$ cat src/rtl/seg_xlate_pkg.sv
package seg_xlate_pkg;

    localparam int ADDR_W = 32;

    typedef logic [ADDR_W-1:0] addr_t;

    typedef enum logic [2:0] {
        FLT_NONE  = 3'd0,
        FLT_SEGNO = 3'd1,
        FLT_LEN   = 3'd2,
        FLT_PROT  = 3'd3,
        FLT_WRAP  = 3'd4
    } fault_e;

    typedef struct packed {
        addr_t base;
        addr_t len;
        logic  ro;
    } seg_slot_t;

    typedef struct packed {
        fault_e fault;
        addr_t  addr;
    } xlate_res_t;

    function automatic logic [ADDR_W:0] wide_sum(input addr_t a, input addr_t b);
        return {1'b0, a} + {1'b0, b};
    endfunction

endpackage

$ cat src/rtl/seg_table.sv
module seg_table
    import seg_xlate_pkg::*;
#(
    parameter int SEG_W = 3
) (
    input  logic             clk,
    input  logic             rst,
    input  logic             we,
    input  logic [SEG_W-1:0] widx,
    input  seg_slot_t        wdata,
    input  logic [SEG_W-1:0] ridx,
    output seg_slot_t        rdata
);
    localparam int NSEG = 1 << SEG_W;

    seg_slot_t slots [NSEG];

    for (genvar g = 0; g < NSEG; g++) begin : g_slot
        always_ff @(posedge clk) begin
            if (rst) begin
                slots[g] <= '0;
            end else if (we && widx == SEG_W'(g)) begin
                slots[g] <= wdata;
            end
        end
    end

    assign rdata = slots[ridx];

endmodule

$ cat src/rtl/seg_check.sv
module seg_check
    import seg_xlate_pkg::*;
#(
    parameter int SEG_W = 3
) (
    input  logic [SEG_W-1:0] seg,
    input  addr_t            off,
    input  logic             is_write,
    input  logic [SEG_W:0]   tbl_size,
    input  seg_slot_t        slot,
    output xlate_res_t       res
);
    logic [ADDR_W:0] sum;

    always_comb begin
        sum       = wide_sum(slot.base, off);
        res.addr  = '0;
        res.fault = FLT_NONE;
        if ({1'b0, seg} >= tbl_size) begin
            res.fault = FLT_SEGNO;
        end else if (off >= slot.len) begin
            res.fault = FLT_LEN;
        end else if (is_write && slot.ro) begin
            res.fault = FLT_PROT;
        end else if (sum[ADDR_W]) begin
            res.fault = FLT_WRAP;
        end else begin
            res.addr = sum[ADDR_W-1:0];
        end
    end

endmodule

$ cat src/rtl/seg_xlate.sv
module seg_xlate
    import seg_xlate_pkg::*;
#(
    parameter int SEG_W = 3
) (
    input  logic             clk,
    input  logic             rst,
    input  logic             tx_valid,
    input  logic [SEG_W-1:0] tx_seg,
    input  logic [31:0]      tx_off,
    input  logic             tx_write,
    input  logic             tbl_we,
    input  logic [SEG_W-1:0] tbl_idx,
    input  logic [31:0]      tbl_base,
    input  logic [31:0]      tbl_len,
    input  logic             tbl_ro,
    input  logic             size_we,
    input  logic [SEG_W:0]   size_val,
    output logic             out_valid,
    output logic [31:0]      out_addr,
    output logic [2:0]       out_fault
);
    logic [SEG_W:0] size_q;
    seg_slot_t      wslot;
    seg_slot_t      rslot;
    xlate_res_t     res_d;
    xlate_res_t     res_q;
    logic           vld_q;

    assign wslot = '{base: tbl_base, len: tbl_len, ro: tbl_ro};

    always_ff @(posedge clk) begin
        if (rst) begin
            size_q <= '0;
        end else if (size_we) begin
            size_q <= size_val;
        end
    end

    seg_table #(.SEG_W(SEG_W)) u_table (
        .clk   (clk),
        .rst   (rst),
        .we    (tbl_we),
        .widx  (tbl_idx),
        .wdata (wslot),
        .ridx  (tx_seg),
        .rdata (rslot)
    );

    seg_check #(.SEG_W(SEG_W)) u_check (
        .seg      (tx_seg),
        .off      (tx_off),
        .is_write (tx_write),
        .tbl_size (size_q),
        .slot     (rslot),
        .res      (res_d)
    );

    always_ff @(posedge clk) begin
        if (rst) begin
            vld_q <= 1'b0;
            res_q <= '{fault: FLT_NONE, addr: '0};
        end else begin
            vld_q <= tx_valid;
            if (tx_valid) begin
                res_q <= res_d;
            end
        end
    end

    assign out_valid = vld_q;
    assign out_addr  = res_q.addr;
    assign out_fault = res_q.fault;

endmodule

$ cat config.mk
export PLATFORM = sky130hd
export DESIGN_NAME = seg_xlate
export DESIGN_NICKNAME = d
export VERILOG_FILES = /design/src/rtl/seg_xlate_pkg.sv /design/src/rtl/seg_table.sv /design/src/rtl/seg_check.sv /design/src/rtl/seg_xlate.sv
export SDC_FILE = /design/constraint.sdc
export NUM_CORES = 1
export LEC_CHECK = 0
export ABC_AREA = 1
export BUFFER_PORTS_ARGS = -buffer_cell sky130_fd_sc_hd__buf_4
export CORE_AREA = 3 3 220 222
export CTS_BUF_LIST = sky130_fd_sc_hd__clkbuf_8 sky130_fd_sc_hd__clkbuf_16
export CTS_CLUSTER_SIZE = 30
export DETAILED_ROUTE_END_ITERATION = 7
export DIE_AREA = 0 0 223 225
export GPL_ROUTABILITY_DRIVEN = 0
export PLACE_DENSITY = 0.75
export SYNTH_ARGS = -nofsm -noshare
export SYNTH_HDL_FRONTEND = slang
export SYNTH_SLANG_ARGS = --single-unit
$ cat constraint.sdc
create_clock -name clk -period 11.6 [get_ports clk]
set_input_delay 1.74 -clock clk [delete_from_list [all_inputs] [get_ports clk]]
set_output_delay 1.74 -clock clk [all_outputs]
set_load 0.02 [all_outputs]
# Word-level counts from Yosys, hierarchy flattened
# Memories as Yosys holds them, arrays and structs flattened.
# Cells that the tools add are included.
totals:
  regBits: 40
  mem_bits_rw: 520
  in_bits: 113
  output_inout_bits: 36
  word_cells: 75
  n_memories: 1
classes:
  n_addsub: 1
  n_lt_le_gt_ge: 2
  eq_ne: 7
  mux: 42
  bitwise_logic: 8
  n_reduce_logical: 10
memory_table:
  columns: ["memory", "words", "width", "rd", "rd_ports_with_merged_regs", "write_ports", "line_no", "rtl"]
  rows:
  - ["u_table.slots", 8, 65, 1, 0, 8, "seg_table.sv:16", "seg_slot_t slots [NSEG];"]
ops:
  columns: ["cell", "count"]
  rows:
  - ["2-to-1 mux 65 bit", 8]
  - ["2-to-1 mux 32 bit", 4]
  - ["adder 32 x 32 -> 33 bit", 1]
  - ["greater-or-equal comparator 32 bit", 1]
  - ["2-to-1 mux 1 bit", 26]
  - ["== test 3 bit, second input constant", 4]
  - ["2-to-1 mux 3 bit", 4]
  - ["logical AND 1 bit", 9]
  - ["bitwise OR 1 bit", 8]
  - ["== test 3 x 2 -> 1 bit, second input constant", 2]
  - ["greater-or-equal comparator 3 x 4 -> 1 bit", 1]
  - ["== test 3 x 1 -> 1 bit, second input constant", 1]
  - ["zero test 3 bit", 1]

# Longest topological paths before layout
# Gate-level depths: netlist of run 1.
depth:
  ltp_word: 6
  depth_mapped: 25
  ltp_nobuf: 21

# Cells and area by module
# A second synthesis of run 1 with hierarchy kept.
hier_totals:
  cells_unflattened: 3926
  hier_area_um2: 31012.2
modules_own_cells:
  columns: ["mod", "n_inst", "cells_per_inst", "area_each_um2", "seq_area_each_um2"]
  rows:
  - ["seg_table", 1, 2925, 25315.5, 15615.0]
  - ["seg_check", 1, 750, 3971.3, 0.0]
  - ["seg_xlate", 1, 251, 1725.4, 800.8]

# Worst setup path after synthesis of run 1
# Ideal clock, no wire load.
synth_timing:
  path_type: "in2reg"
  startpoint: "input port tbl_we"
  endpoint: "memory u_table.slots[7][0] (netlist name) (enable)"
  setup_ns: 0.578
  t_arrival_ns: 6.379
  required_time_ns: 11.022
  path_slack_ns: 4.643
  stages: 2
  n_path_buf: 0
  cell_sequence: "nand2_1 -> o21ai_0"
synth_rtl:
  columns: ["item", "line_no", "rtl"]
  rows:
  - ["start, declared", "seg_xlate.sv:12", "input logic tbl_we,"]
  - ["end, declared", "seg_table.sv:16", null]

# Worst setup path in the final report of run 1
layout_timing:
  startpoint: "input port tx_seg[0]"
  endpoint: "register res_q (netlist bit out_addr[28])"
layout_via:
  elab_chain_cells: 6
  elab_cells_between_ends: 9
  cone_classes: "1 x add/sub; 2 x order compare; 4 x mux; 1 x reduce/logical; 1 x memory"
layout_rtl:
  columns: ["item", "line_no", "rtl"]
  rows:
  - ["start, declared", "seg_xlate.sv:9", "input logic [SEG_W-1:0] tx_seg,"]
  - ["memory (8 x 65 bit)", null, null]
  - ["adder 32 x 32 -> 33 bit", "seg_xlate_pkg.sv:27", "return {1'b0, a} + {1'b0, b};"]
  - ["2-to-1 mux 32 bit", "seg_check.sv:25", "end else if (sum[ADDR_W]) begin"]
  - ["2-to-1 mux 32 bit", "seg_check.sv:23", "end else if (is_write && slot.ro) begin"]
  - ["2-to-1 mux 32 bit", "seg_check.sv:21", "end else if (off >= slot.len) begin"]
  - ["2-to-1 mux 32 bit *", "seg_check.sv:19", "if ({1'b0, seg} >= tbl_size) begin"]
  - ["end signal, assigned", "seg_xlate.sv:62", "res_q <= '{fault: FLT_NONE, addr: '0};"]
  - ["end signal, assigned", "seg_xlate.sv:66", "res_q <= res_d;"]
  - ["end, declared", "seg_xlate.sv:27", "xlate_res_t res_q;"]
# Mark *: on every way between the ends. The rest lies on a longest branch, timed or not.
# A chain may end at the register's enable or synchronous reset.

==> results of run 1 <==
==> cell usage after synthesis, types with 17 or more instances <==
master    instances
ha_1             67
inv_1           188
o21ai_0         296
buf_1            17
edfxtp_1        520
o22ai_1          65
o221ai_1         31
a21oi_1          68
nand2_1         330
clkbuf_1        101
nor2_1          938
dfxtp_1          40
buf_2            44
a31oi_1          33
nand3_1          38
==> through the flow <==
stage	total power, mW	hold WS [ns]	setup WS, ns	cells	instance area, um2
floorplan	2.81	0.437	4.64	2855	26900
global placement	3.01	0.452	5.61	3467	28400
detailed placement	3.04	0.462	5.43	3467	28400
CTS	4.74	0.472	6.09	3572	30100
global route	4.91	0.498	5.70	3572	30100
finish	4.75	0.470	5.94	3572	30100
==> registers in the layout, summed over array words and instances, names as in the netlist <==
signal and count:
size_q 4, out_fault 3, out_addr 32, out_valid 1, u_table.slots 520
==> final timing paths <==
check,end,slack [ns]
min,size_q[1],0.47
max,out_addr[28],5.94
min reg2reg,size_q[1],0.47
max reg2reg,out_addr[28],8.37
==> cells in the final DEF (no fill, tap or decap), types with 31 or more instances in the layout <==
cell type / netlist / routed
nor2_1: 938 / 938
ha_1: 67 / 67
nand2_1: 330 / 323
a31oi_1: 33 / 33
o221ai_1: 31 / 31
a21oi_1: 68 / 68
clkbuf_16: 0 / 57
o22ai_1: 65 / 65
dfxtp_1: 40 / 40
edfxtp_1: 520 / 520
inv_1: 188 / 202
buf_4: 1 / 171
o21ai_0: 296 / 295
==> worst max-delay path, delay by kind of cell <==
family	cells	cell delay [ns]
AND/OR/NAND/NOR	9	1.44
buffers and inverters	4	1.42
AO/OA/AOI/OAI	5	0.98
adder cells (fa/ha/maj)	1	0.37
==> metal layers <==
layer | vias up | wire (um) | global-route usage
met4 | 2 | 3070 | 0.122
li1 | 9764 | - | -
met5 | - | 13 | 0
met2 | 1410 | 36800 | 0.493
met1 | 10395 | 30000 | 0.423
met3 | 222 | 9810 | 0.0739
==> cell type report <==
| type | count | area [um2] |
|---|---|---|
| Multi-Input combinational cell | 1933 | 9160 |
| Fill cell | 3697 | 16400 |
| Sequential cell | 560 | 16400 |
| Clock inverter | 47 | 300 |
| Tap cell | 607 | 759 |
| Inverter | 194 | 734 |
| Timing Repair Buffer | 173 | 1320 |
| Clock buffer | 58 | 1440 |
==> cells by family (layout without fill, tap and decap cells) <==
group	after synthesis	in the layout	synth area share
flops	560	560	0.611
simple gates	1329	1329	0.190
buf+inv	362	472	0.0542
xor+xnor	15	15	0.00489
compound gates	521	521	0.108
fa+ha+maj	68	68	0.0320
==> where the power goes <==
group	leakage, nW	switching (mW)	internal, mW
sequential	5.35	0.0408	2.34
clock	0.916	0.775	0.961
combinational	5.88	0.443	0.191
total	12.1	1.26	3.49
==> impl_metrics.yaml, run 1 <==
critical_path:
  cp_slowest_stage_delay_ns: 0.65
  cp_slowest_cell: "nor2_4"
  cp.arrival_ns: 6.21
  worstSetupEndpointType: "register"
  critPathMaxFanout: 145
  cpMostUsedCell: "nand2_2"
  required_ns: 12.15
  crit_path_start_kind: "input pin"
  critical_path_class: "input pin to register"
  reg2regPathDepth: 18
  crit_start: "tx_seg[0]"
  r2r_start: "u_table.slots[2][34]"
  path_cells: "buf_6 > inv_6 > buf_12 > o21ai_0 > o22ai_1 > nor2_1 > a31oi_1 > ha_1 > nand2_2 > inv_2 > nand2_1 > nand3_1 > a21oi_2 > nand2_2 > nand2_2 > nand3_2 > nor2_4 > nand2_1 > a21oi_1"
synth:
  ys_top_cells_by_area: "edfxtp_1, nor2_1, o21ai_0"
  syn_area_um2: 26900
  yosys.area.top_type_share: 0.581
  async_reset_ff_frac: 0
  synth-seq-area-share: 0.611
  avgSynthCellArea_um2: 9.41
  yosys.cell_types.count: 37
  syn_inst: 2855
  synth_top_area_cell: "edfxtp_1"
  synth-edff-count: 520
  synth_nets: 3036
  synth_ff_type: "edfxtp_1"
  ys.warnings.count: 0
  ys_seq_elements: 560
timing:
  worstMarginPinSlew_ns: 1.24
  final.min_clock_period_ns: 5.66
  setup_tns_ns: 0
  max_freq_mhz: 177
  drv_slew: 0
  relSlewSlack: 0.168
  fin_crit_sh: 0.488
  hold_viol_final: 0
  finalClockSkew_ns: 0.0151
  rsz0062_at_grt: "false"
  setup_violations: 0
clock_tree:
  cts_root_buf: "clkbuf_16"
  cts_tree: "built"
  clkTransAtPathRegs_ns: 0.06
  cts_buffers: 57
  post-cts-setup-buffers: 0
  clockBufferDepth: 3
  cts-resized-gates: 0
  worstSkewPairLatency_ns: 0.63
  holdBufCountCts: 0
  htreeDepth: 2
  cts_sinks: 560
final_layout:
  fin_util: 0.647
  drive_above_1_share: 0.0961
  antennaDiodeCount: 0
  nNetsFinal: 3100
  area_growth_pct: 12.1
grt:
  grt_overflow: 0
  antenna_found_initial: 1
  grt_pass1_wl_mm: 120
  track_usage: 0.312
  grt_max_degree: 146
  grt_pass1_vias: 21051
floorplanning:
  core_area_um2: 46600
  std_cell_rows: 79
  die_h_um: 225
  fp.dieW_um: 223
  num_io_pins: 149
  die-area_um2: 50200
  start_util: 0.577
power_and_ir_drop:
  vdd_drop_max_mv: 0.131
  leakage_nw: 12.1
  p_per_area_nw_per_um2: 158
worst_hold_path:
  hp-start: "size_q[1]"
  hold_class: "register to register"
  whs_path_depth: 2
drt:
  routed_wl_mm: 79.7
  initialDrtViolationCount: 2993
  num_vias: 21793
  vias_per_cell: 6.10
  wl_per_cell_um: 22.3
  drcViolationCount: 0
  route.antenna.remaining_nets: 0
  dr.pass1.iters: 6
placed_design:
  hpwl_mm: 44.5
  io_buffers: 148
job:
  drv_cap: 0
outcome:
  status: "completed"
No activity file was read; power rests on OpenSTA's default activity.
==> inputs of run 2 (changes only) <==
--- a/config.mk
+++ b/config.mk
@@ -7,11 +7,11 @@
 export LEC_CHECK = 0
 export ABC_AREA = 1
 export BUFFER_PORTS_ARGS = -buffer_cell sky130_fd_sc_hd__buf_4
-export CORE_AREA = 3 3 220 222
+export CORE_AREA = 3 3 224 226
 export CTS_BUF_LIST = sky130_fd_sc_hd__clkbuf_8 sky130_fd_sc_hd__clkbuf_16
 export CTS_CLUSTER_SIZE = 30
 export DETAILED_ROUTE_END_ITERATION = 7
-export DIE_AREA = 0 0 223 225
+export DIE_AREA = 0 0 227 229
 export GPL_ROUTABILITY_DRIVEN = 0
 export PLACE_DENSITY = 0.75
 export SYNTH_ARGS = -nofsm -noshare
==> constraint.sdc (replaced) <==
create_clock -name clk -period 4.9 [get_ports clk]
set_input_delay 0.735 -clock clk [delete_from_list [all_inputs] [get_ports clk]]
set_output_delay 0.735 -clock clk [all_outputs]
set_load 0.02 [all_outputs]
==> run 2 against run 1 <==
  * Critical endpoint is now out_addr[12]
  * Register-to-register slack worse by 6.4 ns
  * Sequential share of layout area shrank 0.73 points
  * Worst hold slack worse by 0.12 ns
  * Combinational power increased by 140%
  * First-iteration DRC count increased by 3.9%
==> impl_metrics.yaml, run 2 (synthesis results as in run 1) <==
critical_path:
  cp.arrival_ns: 4.38
  crit_family: "buffers and inverters"
  required_ns: 5.43
  cp_slowest_cell: "buf_4"
  crit_path_start_kind: "input pin"
  crit_buf_inv: 3
  path_cells: "buf_6 > buf_4 > o21ai_0 > o221ai_1 > o21ai_0 > ha_1 > a21oi_1 > o21ai_0 > nand2_1 > nand2_1 > a21oi_1 > nand3_1 > nor2_4 > buf_4 > nand2_1 > a21oi_1"
  critPathMaxFanout: 65
  cp_slowest_stage_delay_ns: 0.58
  r2r_slack_ns: 1.93
  worstSetupEndpointType: "register"
  critical_path_class: "input pin to register"
clock_tree:
  clkTransAtPathRegs_ns: 0.06
  cts-resized-gates: 0
  cts_buffers: 55
  cts_tree: "built"
  post-cts-setup-buffers: 0
  worstSkewPairLatency_ns: 0.61
  htreeDepth: 2
  cts_sinks: 560
  clockBufferDepth: 3
  cts_root_buf: "clkbuf_16"
  holdBufCountCts: 0
drt:
  routed_wl_mm: 78.9
  route.antenna.remaining_nets: 0
  wl_per_cell_um: 21.9
  initialDrtViolationCount: 3111
  dr.pass1.iters: 6
  vias_per_cell: 6.04
  num_vias: 21736
  drcViolationCount: 0
final_layout:
  largest_reg_flops: 520
  ff_latch_area_um2: 16400
  area_growth_pct: 13.7
  largest_register: "u_table.slots"
  fin_util: 0.629
  final_common_cell: "nor2_1"
  nNetsFinal: 3115
  antennaDiodeCount: 0
  multi_input_area_um2: 9160
  final_cell_mix: "nor2_1, edfxtp_1, nand2_1"
  design_area_um2: 30500
  fillCellCount: 3919
  drive_above_1_share: 0.103
grt:
  grtUsageMet3: 0.0587
  grt_pass1_vias: 20933
  grt_pass1_wl_mm: 119
  grt_busiest_layer: "met2"
  grt_use_met1: 0.413
  track_usage: 0.299
  met2_usage: 0.463
  grt_max_degree: 75
  grt_overflow: 0
  antenna_found_initial: 0
job:
  drv_cap: 0
power_and_ir_drop:
  swShare: 0.254
  clockPowerShare: 0.384
  internal-power_mw: 8.67
  p_comb_frac: 0.131
  leakage_nw: 12.3
  seqPwrFrac: 0.484
  vdd_drop_max_mv: 0.236
  p_sw_mw: 2.95
  p_per_area_nw_per_um2: 381
timing:
  finalClockSkew_ns: 0.0146
  final.min_clock_period_ns: 3.84
  drv_slew: 0
  hold_viol_final: 0
  relSlewSlack: 0.280
  rsz0062_at_grt: "false"
  setup_tns_ns: 0
  max_freq_mhz: 260
  fin_crit_sh: 0.784
  setup_violations: 0
  worstMarginPinSlew_ns: 1.08
placed_design:
  io_buffers: 148
  placed_cell_area_um2: 28600
  hpwl_mm: 46.6
floorplanning:
  num_io_pins: 149
  std_cell_rows: 81
  die_h_um: 229
  start_util: 0.553
  fp.dieW_um: 227
  die-area_um2: 52000
  core_area_um2: 48500
outcome:
  status: "completed"
worst_hold_path:
  hold_class: "input pin to register"
## run 2: metal layers
layer	up-vias	part of all wire
met3	266	0.12
li1	9774	-
met5	-	0
met4	0	0.048
met1	10283	0.38
met2	1413	0.46
## run 2: cell type report
type	instances	area share
clock inverters	41	0.0143
repair buffers	190	0.0505
multi-input cells	1933	0.300
flip-flops and latches	560	0.538
clock buffers	60	0.0481
well taps	622	0.0255
inverters	194	0.0241
## run 2: worst register-to-register path, cell delays in order (launching register included)
cell and delay (ns):
edfxtp_1 0.34, nor2_1 0.05, o22ai_1 0.18, nor2_1 0.08, a31oi_1 0.20, ha_1 0.23, inv_1 0.06, fa_1 0.40
inv_1 0.09, nand3_1 0.09, nand3_2 0.10, nand2_1 0.06, nand2_1 0.12, nand2_1 0.08, nand2_1 0.22, nand2_1 0.14
nand2_1 0.09, nand2_1 0.05, nand2_1 0.13, nand2_1 0.07, a21oi_1 0.12
## run 2: worst paths after layout
kind | end | cells after the start | start
worst min register to register | size_q[2] | 2 | size_q[2]
worst min-delay path | size_q[0] | 3 | size_val[0]
worst max-delay path | out_addr[12] | 16 | tx_seg[0]
worst max register to register | out_addr[30] | 20 | u_table.slots[7][33]
## run 2: metrics by stage
stage / hold slack (ns) / setup slack, ns / std cells / total power [mW]
after global routing: 0.340 / 0.744 / 3600 / 12.0
after global placement: 0.447 / 0.705 / 3499 / 7.16
final: 0.350 / 1.06 / 3600 / 11.6
after floorplan: 0.437 / 0.702 / 2855 / 6.66
after CTS: 0.332 / 1.14 / 3600 / 11.6
after detailed placement: 0.460 / 0.530 / 3499 / 7.21
## run 2: power by group through the flow
stage	Combinational, mW	Clock (mW)	Sequential, mW
after floorplan	0.942	0	5.72
after global placement	1.45	0	5.71
after detailed placement	1.49	0	5.72
after CTS	1.50	4.48	5.62
after global routing	1.67	4.66	5.65
final	1.53	4.47	5.63
